[config.mk]
export PLATFORM = sky130hd
export DESIGN_NAME = bcd_rtc_core
export DESIGN_NICKNAME = d
export VERILOG_FILES = /design/src/rtl/rtc_pkg.sv /design/src/rtl/rtc_bcd_step.sv /design/src/rtl/rtc_time_cnt.sv /design/src/rtl/rtc_cal_cnt.sv /design/src/rtl/bcd_rtc_core.sv
export SDC_FILE = /design/constraint.sdc
export NUM_CORES = 1
export LEC_CHECK = 0
export BUFFER_PORTS_ARGS = -buffer_cell sky130_fd_sc_hd__buf_4
export CORE_UTILIZATION = 50
export DETAILED_ROUTE_END_ITERATION = 12
export GPL_ROUTABILITY_DRIVEN = 0
export GPL_TIMING_DRIVEN = 0
export PLACE_DENSITY_LB_ADDON = 0.08
export SYNTH_ARGS = -nofsm -noshare
export SYNTH_HDL_FRONTEND = slang
export SYNTH_SLANG_ARGS = --single-unit
[constraint.sdc]
create_clock -name clk -period 1.9 [get_ports clk]
set_clock_uncertainty 0.15 [all_clocks]
set_input_delay 0.095 -clock clk [delete_from_list [all_inputs] [get_ports clk]]
set_output_delay 0.095 -clock clk [all_outputs]
set_load 0.05 [all_outputs]
[src/rtl/rtc_pkg.sv]
package rtc_pkg;

  typedef enum logic [1:0] {
    REG_CTRL = 2'd0,
    REG_STAT = 2'd1,
    REG_TIME = 2'd2,
    REG_CAL  = 2'd3
  } rtc_reg_e;

  localparam int unsigned ST_W   = 5;
  localparam int unsigned ST_ACK = 0;
  localparam int unsigned ST_SEC = 2;
  localparam int unsigned ST_TIM = 3;
  localparam int unsigned ST_CAL = 4;

  typedef struct packed {
    logic [5:0] hr;
    logic [6:0] min;
    logic [6:0] sec;
  } rtc_tod_t;

  typedef struct packed {
    logic [5:0] date;
    logic [2:0] dow;
    logic [4:0] mon;
    logic [7:0] yr;
    logic [6:0] cent;
  } rtc_cal_t;

  function automatic logic [7:0] bcd_inc(input logic [7:0] v);
    if (v[3:0] == 4'd9) return {v[7:4] + 4'd1, 4'd0};
    else                return {v[7:4], v[3:0] + 4'd1};
  endfunction

  function automatic logic is_leap(input logic [7:0] yr, input logic [7:0] cent);
    logic [6:0] yb;
    yb = 7'(yr[7:4]) * 7'd10 + 7'(yr[3:0]);
    if (yb == 7'd0) return (cent == 8'h20);
    return (yb[1:0] == 2'b00);
  endfunction

  function automatic logic [7:0] month_len(input logic [7:0] mon, input logic leap);
    case (mon)
      8'h02:                      return leap ? 8'h29 : 8'h28;
      8'h04, 8'h06, 8'h09, 8'h11: return 8'h30;
      default:                    return 8'h31;
    endcase
  endfunction

  function automatic logic [31:0] pack_tod(input rtc_tod_t t);
    return {10'd0, t.hr, 1'b0, t.min, 1'b0, t.sec};
  endfunction

  function automatic logic [31:0] pack_cal(input rtc_cal_t c);
    return {2'd0, c.date, c.dow, c.mon, c.yr, 1'b0, c.cent};
  endfunction

endpackage

[src/rtl/rtc_bcd_step.sv]
module rtc_bcd_step
  import rtc_pkg::*;
#(
  parameter logic [7:0] LO = 8'h00
) (
  input  logic [7:0] cur_i,
  input  logic [7:0] lim_i,
  input  logic       inc_i,
  output logic [7:0] nxt_o,
  output logic       wrap_o
);

  assign wrap_o = inc_i && (cur_i == lim_i);

  always_comb begin
    if (!inc_i)      nxt_o = cur_i;
    else if (wrap_o) nxt_o = LO;
    else             nxt_o = bcd_inc(cur_i);
  end

endmodule

[src/rtl/rtc_time_cnt.sv]
module rtc_time_cnt
  import rtc_pkg::*;
(
  input  rtc_tod_t tod_i,
  input  logic     adv_i,
  output rtc_tod_t tod_o,
  output logic     min_roll_o,
  output logic     day_roll_o
);

  localparam int NF = 3;
  localparam logic [7:0] LIM [NF] = '{8'h59, 8'h59, 8'h23};

  logic [7:0]  cur [NF];
  logic [7:0]  nxt [NF];
  logic [NF:0] carry;

  assign cur[0]   = {1'b0, tod_i.sec};
  assign cur[1]   = {1'b0, tod_i.min};
  assign cur[2]   = {2'b0, tod_i.hr};
  assign carry[0] = adv_i;

  for (genvar g = 0; g < NF; g++) begin : g_fld
    rtc_bcd_step #(.LO(8'h00)) u_step (
      .cur_i  (cur[g]),
      .lim_i  (LIM[g]),
      .inc_i  (carry[g]),
      .nxt_o  (nxt[g]),
      .wrap_o (carry[g+1])
    );
  end

  assign tod_o.sec  = nxt[0][6:0];
  assign tod_o.min  = nxt[1][6:0];
  assign tod_o.hr   = nxt[2][5:0];
  assign min_roll_o = carry[1];
  assign day_roll_o = carry[NF];

  logic unused_hi;
  assign unused_hi = ^{nxt[0][7], nxt[1][7], nxt[2][7:6]};

endmodule

[src/rtl/rtc_cal_cnt.sv]
module rtc_cal_cnt
  import rtc_pkg::*;
(
  input  rtc_cal_t cal_i,
  input  logic     adv_i,
  output rtc_cal_t cal_o
);

  logic       leap;
  logic [7:0] mlen;
  logic       d_wrap, m_wrap, y_wrap, unused_cwrap, unused_wwrap;
  logic [7:0] dow_n, date_n, mon_n, yr_n, cent_n;

  assign leap = is_leap(cal_i.yr, {1'b0, cal_i.cent});
  assign mlen = month_len({3'b0, cal_i.mon}, leap);

  rtc_bcd_step #(.LO(8'h01)) u_dow (
    .cur_i({5'b0, cal_i.dow}), .lim_i(8'h07), .inc_i(adv_i),
    .nxt_o(dow_n), .wrap_o(unused_wwrap));

  rtc_bcd_step #(.LO(8'h01)) u_date (
    .cur_i({2'b0, cal_i.date}), .lim_i(mlen), .inc_i(adv_i),
    .nxt_o(date_n), .wrap_o(d_wrap));

  rtc_bcd_step #(.LO(8'h01)) u_mon (
    .cur_i({3'b0, cal_i.mon}), .lim_i(8'h12), .inc_i(d_wrap),
    .nxt_o(mon_n), .wrap_o(m_wrap));

  rtc_bcd_step #(.LO(8'h00)) u_yr (
    .cur_i(cal_i.yr), .lim_i(8'h99), .inc_i(m_wrap),
    .nxt_o(yr_n), .wrap_o(y_wrap));

  rtc_bcd_step #(.LO(8'h00)) u_cent (
    .cur_i({1'b0, cal_i.cent}), .lim_i(8'h99), .inc_i(y_wrap),
    .nxt_o(cent_n), .wrap_o(unused_cwrap));

  assign cal_o.dow  = dow_n[2:0];
  assign cal_o.date = date_n[5:0];
  assign cal_o.mon  = mon_n[4:0];
  assign cal_o.yr   = yr_n;
  assign cal_o.cent = cent_n[6:0];

  logic unused_hi;
  assign unused_hi = ^{dow_n[7:3], date_n[7:6], mon_n[7:5], cent_n[7]};

endmodule

[src/rtl/bcd_rtc_core.sv]
module bcd_rtc_core
  import rtc_pkg::*;
#(
  parameter int unsigned RST_STAGES = 2
) (
  input  logic        clk,
  input  logic        rst_n,
  input  logic        tick_i,
  input  logic        bus_wr_i,
  input  logic [1:0]  bus_addr_i,
  input  logic [31:0] bus_wdata_i,
  output logic [31:0] bus_rdata_o,
  output logic        sec_pulse_o,
  output logic        min_evt_o,
  output logic        day_evt_o
);

  localparam rtc_tod_t TOD_RST = '{hr: 6'h00, min: 7'h00, sec: 7'h00};
  localparam rtc_cal_t CAL_RST = '{date: 6'h01, dow: 3'd7, mon: 5'h01, yr: 8'h00, cent: 7'h20};

  // reset: asserted asynchronously, released on the clock
  logic [RST_STAGES-1:0] rs_q;
  logic                  rst_sync_n;

  always_ff @(posedge clk or negedge rst_n) begin
    if (!rst_n) rs_q <= '0;
    else        rs_q <= {rs_q[RST_STAGES-2:0], 1'b1};
  end
  assign rst_sync_n = rs_q[RST_STAGES-1];

  // state
  rtc_tod_t        tod_q, tod_n, tod_step;
  rtc_cal_t        cal_q, cal_n, cal_step;
  logic [1:0]      req_q, req_n;
  logic            ackg_q, ackg_n;
  logic [ST_W-1:0] st_q, st_n, st_set, st_clr;
  logic            sec_q, min_q, day_q;

  logic adv_tod, adv_cal, min_roll, day_roll;
  logic wr_ctrl, wr_stat, wr_tod, wr_cal;
  logic tod_en, cal_en;

  assign adv_tod = tick_i & ~req_q[0];

  rtc_time_cnt u_time (
    .tod_i      (tod_q),
    .adv_i      (adv_tod),
    .tod_o      (tod_step),
    .min_roll_o (min_roll),
    .day_roll_o (day_roll)
  );

  assign adv_cal = day_roll & ~req_q[1];

  rtc_cal_cnt u_cal (
    .cal_i (cal_q),
    .adv_i (adv_cal),
    .cal_o (cal_step)
  );

  // bus decode
  assign wr_ctrl = bus_wr_i && (bus_addr_i == REG_CTRL);
  assign wr_stat = bus_wr_i && (bus_addr_i == REG_STAT);
  assign wr_tod  = bus_wr_i && (bus_addr_i == REG_TIME) && req_q[0] && ackg_q;
  assign wr_cal  = bus_wr_i && (bus_addr_i == REG_CAL)  && req_q[1] && ackg_q;

  always_comb begin
    st_set         = '0;
    st_set[ST_SEC] = tick_i;
    st_set[ST_ACK] = tick_i && (req_q != 2'b00) && !ackg_q;
    st_set[ST_TIM] = min_roll;
    st_set[ST_CAL] = day_roll;
    st_clr         = wr_stat ? bus_wdata_i[ST_W-1:0] : '0;
    st_n           = (st_q & ~st_clr) | st_set;

    if (req_q == 2'b00) ackg_n = 1'b0;
    else if (tick_i)    ackg_n = 1'b1;
    else                ackg_n = ackg_q;

    req_n = wr_ctrl ? bus_wdata_i[1:0] : req_q;

    if (wr_tod) begin
      tod_n.hr  = bus_wdata_i[21:16];
      tod_n.min = bus_wdata_i[14:8];
      tod_n.sec = bus_wdata_i[6:0];
    end else begin
      tod_n = tod_step;
    end

    if (wr_cal) begin
      cal_n.date = bus_wdata_i[29:24];
      cal_n.dow  = bus_wdata_i[23:21];
      cal_n.mon  = bus_wdata_i[20:16];
      cal_n.yr   = bus_wdata_i[15:8];
      cal_n.cent = bus_wdata_i[6:0];
    end else begin
      cal_n = cal_step;
    end

    tod_en = adv_tod | wr_tod;
    cal_en = adv_cal | wr_cal;
  end

  always_ff @(posedge clk or negedge rst_sync_n) begin
    if (!rst_sync_n) begin
      tod_q  <= TOD_RST;
      cal_q  <= CAL_RST;
      req_q  <= '0;
      ackg_q <= 1'b0;
      st_q   <= '0;
      sec_q  <= 1'b0;
      min_q  <= 1'b0;
      day_q  <= 1'b0;
    end else begin
      if (tod_en) tod_q <= tod_n;
      if (cal_en) cal_q <= cal_n;
      req_q  <= req_n;
      ackg_q <= ackg_n;
      st_q   <= st_n;
      sec_q  <= tick_i;
      min_q  <= min_roll;
      day_q  <= day_roll;
    end
  end

  always_comb begin
    case (bus_addr_i)
      REG_CTRL: bus_rdata_o = {30'd0, req_q};
      REG_STAT: bus_rdata_o = {{(32-ST_W){1'b0}}, st_q};
      REG_TIME: bus_rdata_o = pack_tod(tod_q);
      REG_CAL:  bus_rdata_o = pack_cal(cal_q);
      default:  bus_rdata_o = '0;
    endcase
  end

  assign sec_pulse_o = sec_q;
  assign min_evt_o   = min_q;
  assign day_evt_o   = day_q;

  logic unused_wdata;
  assign unused_wdata = ^{bus_wdata_i[31:30], bus_wdata_i[7]};

endmodule

# Word-level counts from Yosys, hierarchy flattened
# Cells that the tools add are included.
# word_totals
regBits	62
input_bits	38
output_inout_bits	35
# classes
n_addsub	16
mul	1
n_eq_ne	23
n_mux	33
bitwise_logic	9
reduce_logical	53
# ops
operator	count
$pmux W32 S4	1
$mux W7	8
$mux W6	6
$add A4 B1 Y4 const B	8
$mux W29	1
$eq A4 B4 Y1 const B	7
$mux W8	3
$reduce_and A3 Y1	7
$mux W20	1
$mux W5	4
$reduce_bool A2 Y1	10
$reduce_bool A3 Y1	6
$logic_and A1 B1 Y1	17
$pmux W8 S2	1
$eq A7 B7 Y1 const B	2
$reduce_and A2 Y1	7
$add A3 B1 Y3 const B	4
$eq A5 B3 Y1 const B	2
$eq A5 B5 Y1 const B	2
$eq A6 B8 Y1	1
$eq A8 B8 Y1 const B	1
$add A7 B4 Y7	1
$eq A7 B6 Y1 const B	1
$logic_not A7 Y1	1
other kinds (20)	33

# Depth between registers and ports, before layout
# depth
ltp_word	14
ltp_mapped	13
ltp_nobuf	12

# Modules after synthesis
# Synthesis repeated with hierarchy kept, for this count alone.
# hier_totals
cells_unflattened	691
hier_area_um2	6834.1
# by_module_without_submodules
mod	n_inst	cells_per_inst	area_per_inst_um2
bcd_rtc_core	1	252	3423.3
rtc_bcd_step at u_cal.u_cent ...	5	50	365.4
rtc_bcd_step at u_cal.u_date ...	3	50	429.2
rtc_cal_cnt	1	37	289.0
rtc_time_cnt	1	2	7.5

# Least setup slack after synthesis
# Ideal clock, no wire load.
# synth_path
path_type	register to register
from	reg cal_q[12] in the netlist's numbering
to	reg cal_q[10] in the netlist's numbering
setup_time_ns	0.069
t_arrival_ns	2.814
required_time_ns	1.681
path_slack_ns	-1.133
path_stages_with_launch	13
period_less_slack_ns	3.033
path_cell_list	dfrtp_1 > ha_1 > ha_1 > inv_1 > fa_1 > nand2b_1 > a311oi_1 > o211ai_1 > a21o_1 > a21oi_4 > nand2_1 > or4_1 > nand3_1
# synth_between
elab_chain_len	14
elab_cells_between_ends	17
cone_classes	add/sub (1); mul (1); eq/ne (2); mux (7); reduce/logical (6)
# synth_lines
item	line_no	text
start: declaration	bcd_rtc_core.sv:33	rtc_cal_t cal_q, cal_n, cal_step;
start signal: assignment	bcd_rtc_core.sv:116	if (cal_en) cal_q <= cal_n;
$mul A4 B3 Y6	rtc_pkg.sv:37	yb = 7'(yr[7:4]) * 7'd10 + 7'(yr[3:0]);
$add A7 B4 Y7	rtc_pkg.sv:37	
$logic_not A7 Y1	rtc_pkg.sv:38	if (yb == 7'd0) return (cent == 8'h20);
$mux W1	rtc_pkg.sv:38	
$mux W1	rtc_pkg.sv:39	return (yb[1:0] == 2'b00);
$mux W1	rtc_pkg.sv:44	8'h02: return leap ? 8'h29 : 8'h28;
$pmux W8 S2	rtc_pkg.sv:43	case (mon)
$eq A6 B8 Y1	rtc_bcd_step.sv:13	assign wrap_o = inc_i && (cur_i == lim_i);
$logic_and A1 B1 Y1 (3 in series)	rtc_bcd_step.sv:13	
$mux W8	rtc_bcd_step.sv:17	else if (wrap_o) nxt_o = LO;
$mux W8	rtc_bcd_step.sv:16	if (!inc_i) nxt_o = cur_i;
$mux W29	bcd_rtc_core.sv:90	if (wr_cal) begin
# Several ways; a longest one is shown, not always the timed one. The select of a mux whose other input is x is not followed.
# A chain may end at the register's enable or synchronous reset.

# Worst setup path after layout
# layout_path
from	reg cal_q[14] in the netlist's numbering
to	reg cal_q[18] in the netlist's numbering
# layout_between
elab_chain_len	13
elab_cells_between_ends	15
cone_classes	add/sub (1); mul (1); eq/ne (1); mux (7); reduce/logical (5)
# layout_lines
item	line_no
$mul A4 B3 Y6 (*)	rtc_pkg.sv:37
$add A7 B4 Y7 (*)	rtc_pkg.sv:37
$logic_not A7 Y1 (*)	rtc_pkg.sv:38
$mux W1 (*)	rtc_pkg.sv:38
$mux W1 (*)	rtc_pkg.sv:39
$mux W1 (*)	rtc_pkg.sv:44
$pmux W8 S2 (*)	rtc_pkg.sv:43
$eq A6 B8 Y1 (*)	rtc_bcd_step.sv:13
$logic_and A1 B1 Y1 (*)	rtc_bcd_step.sv:13
$logic_and A1 B1 Y1	rtc_bcd_step.sv:13
$mux W5	rtc_bcd_step.sv:17
$mux W5	rtc_bcd_step.sv:16
$mux W29	bcd_rtc_core.sv:90
# Every way passes the cells marked *; elsewhere a longest branch is shown, timed or not. The select of a mux whose other input is x is not followed.

==> out/results.txt <==
status - finished with violations
violated checks - setup timing
WP buf/inv - 3
fmax - 311 MHz
CP cell instances - ha_4 -> ha_4 -> inv_2 -> fa_1 -> nand2b_4 -> a311oi_2 -> o211ai_1 -> a21o_1 -> a21oi_4 -> buf_12 -> buf_6 -> nand3_1 -> a21oi_1 -> a21oi_2
H-tree depth - 3
Min-Delay Path Depth - 3
Die Height - 95.0 µm
site row count - 33
Post-synth top cells - dfrtp_1, nand2_1, o21ai_0
Die W - 95.0 µm
initial drt markers - 348
Detailed Route WL - 14,100 µm
Netlist cell types - 66
family with the most delay on the worst path - compound AO/OA/AOI/OAI gates
final critical-path setup slack - -1.31 ns
count of state elements after synthesis - 62
WP data arrival - 3.30 ns
relative slew slack - 45.9%
Critical Path Stages - 14
proportion of layout cells with a drive suffix above 1 - 30.7%
PD cells - 1190 nW/µm²
Post-synth EDFFs - 0
Crit. Startpoint - cal_q[14]
CTS sink cnt - 62
Ports - 73
TritonCTS Buffers - 9
fin crit period - 3.21 ns
Worst EP required - 1.98 ns
maxcap violations - 0
Detailed Routing Iterations Pass 1 - 5
DRC Markers - 0
antenna diode count - 0
# setup viols final - 32
Final Slew Violations - 0
Avg Synthesized Cell Area - 8.68 µm²
antenna violations before repair - 0
RSZ-0062 raised after global routing - yes
first-pass GRT wire length - 21,200 µm
Final Net Count - 693
Gate Count Post-Synth - 498
leakage power - 2.64 nW
Worst Hold Slack - 0.116 ns
final period utilization - 169%
clk buf depth - 2
WS Path Type - reg2reg
DP HPWL - 9620 µm
Synth area leaders - dfrtp_1, ha_1, o21ai_0, nand2_1, nor2b_1
Core Footprint - 8300 µm²
Crit Path Max Fanout - 7
Layout area overhead - 38.2%
Main synth FF type - dfrtp_1
post-route ant nets - 0
Max stage delay on crit path - 0.46 ns
Least-Margin Pin Slew - 0.811 ns
clock transition at the registers of the reported paths - 0.08 ns
async set-or-reset flop fraction in the synthesized netlist - 100%
peak supply drop - 0.000744 V
Mapped Area - 4320 µm²
vias in the first global route - 4,001
slowest cell on the critical path - fa_1
setup tns final - -32.07 ns
routed len/inst - 19.1 µm
CTS root buf - clkbuf_8
Hold Vio Cnt, Final - 0
Hold Crit Class - in2reg
Initial Util - 52.1%
critical path endpoint category - flip-flop
Yosys Warn Count - 0
worst hold path startpoint - bus_wr_i
crit start category - flip-flop
pin count of the biggest net entering global routing - 61
gr usage total - 32.0%
Yosys top cell by area - dfrtp_1
worst skew pair latency - 0.35 ns
CTS tree - yes
most frequent CP cell - ha_4
post-synth top area share - 32.4%
pre-CTS setup slack - -1.47 ns
sequential area share after synthesis - 36.1%
DR vias/cell - 5.95
worst r2r src - cal_q[14]
GRT overflow - 0
die area - 9020 µm²
via count - 4,404
IO buf count - 65
reg2reg path depth - 14
==> layout make-up <==
type,count,area (µm²)
tap,105,131
inverter,17,66.3
timing repair buffer,124,1060
clock buffer,9,124
buffer,26,153
multi-input combinational,390,2800
sequential,62,1570
clock inverter,7,75.1
fill,671,2320
==> flip-flops by register name, summed over array words and instances (netlist names) <==
register,count
cal_q,29
tod_q,20
st_q,5
req_q,2
rs_q,2
ackg_q,1
day_evt_o,1
min_evt_o,1
sec_pulse_o,1
==> final timing paths <==
path / to / slack [ns]
max in group asynchronous: tod_q[0] / 0.74
min in group asynchronous: min_evt_o / 0.28
setup / recovery: cal_q[18] / -1.31
hold / removal: req_q[0] / 0.12
setup reg to reg: cal_q[18] / -1.31
hold reg to reg: rs_q[1] / 0.21
==> cell usage in the layout (no fill, tap or decap), types with 6 or more instances in the layout <==
cell and n:
and3_1 11, xor2_1 8, dfrtp_1 50, clkbuf_1 9, dfstp_2 6, mux2i_1 17, nand2_1 52, nor3b_1 7
nor2b_1 29, buf_4 86, clkbuf_8 9, o21ai_0 18, ha_1 21, a31oi_1 6, inv_1 15, dlygate4sd3_1 32
nand3_2 7, a21oi_1 21, nand3_1 16, buf_6 13, o21ai_1 23, nor2_1 29
==> repair_timing <==
item,in CTS,in global routing
endpoints found under the hold margin,59,0
hold buffers,32,0
setup endpoints to repair,53,55
resized for setup,48,47
setup buffers,21,5
gates cloned,1,0
pin swaps,15,18
==> stage by stage <==
step | cell area (µm²) | power [mW] | utilization, % | instances
finish | 5980 | 7.12 | 72.0 | 740
global route | 5980 | 7.54 | 72.0 | 740
CTS | 5820 | 6.91 | 70.1 | 737
detailed placement | 5000 | 5.34 | 60.3 | 670
global placement | 5000 | 5.25 | 60.3 | 670
floorplan | 4390 | 4.49 | - | 500
==> where the power goes <==
group          leakage, nW  total [mW]  internal [mW]  switching, mW
Clock               0.0914        1.19          0.606          0.579
Combinational         1.82        3.43           1.51           1.92
Sequential           0.731        2.51           1.84          0.671
==> worst register-to-register path, delay by kind of cell (launching register included) <==
| family | cells | cell delay (ns) |
|---|---|---|
| compound gates | 6 | 1.11 |
| simple gates | 2 | 0.25 |
| fa+ha+maj | 3 | 0.87 |
| flops | 1 | 0.43 |
| buf+inv | 3 | 0.31 |
==> kinds of logic (layout without fill, tap and decap cells) <==
logic type / count (synthesis) / after routing / share of synthesized area [%]
xor gates and xnor gates: 13 / 13 / 2.63
adders and majority gates: 25 / 25 / 7.58
other: 2 / 4 / 0.174
DFF: 62 / 62 / 36.1
AOI/OAI and AO/OA: 115 / 115 / 16.6
buffers and inverters: 48 / 183 / 4.75
and+or+nand+nor: 209 / 209 / 25.9
muxes: 24 / 24 / 6.28
==> metal layers <==
layer	up-vias	wire length [µm]	global-route usage, %
li1	2042	-	-
met1	2105	6220	45.7
met2	215	6400	48.6
met3	42	1000	5.48
met4	0	496	11.6
met5	-	0	0
(Power assumes the default switching activity.)
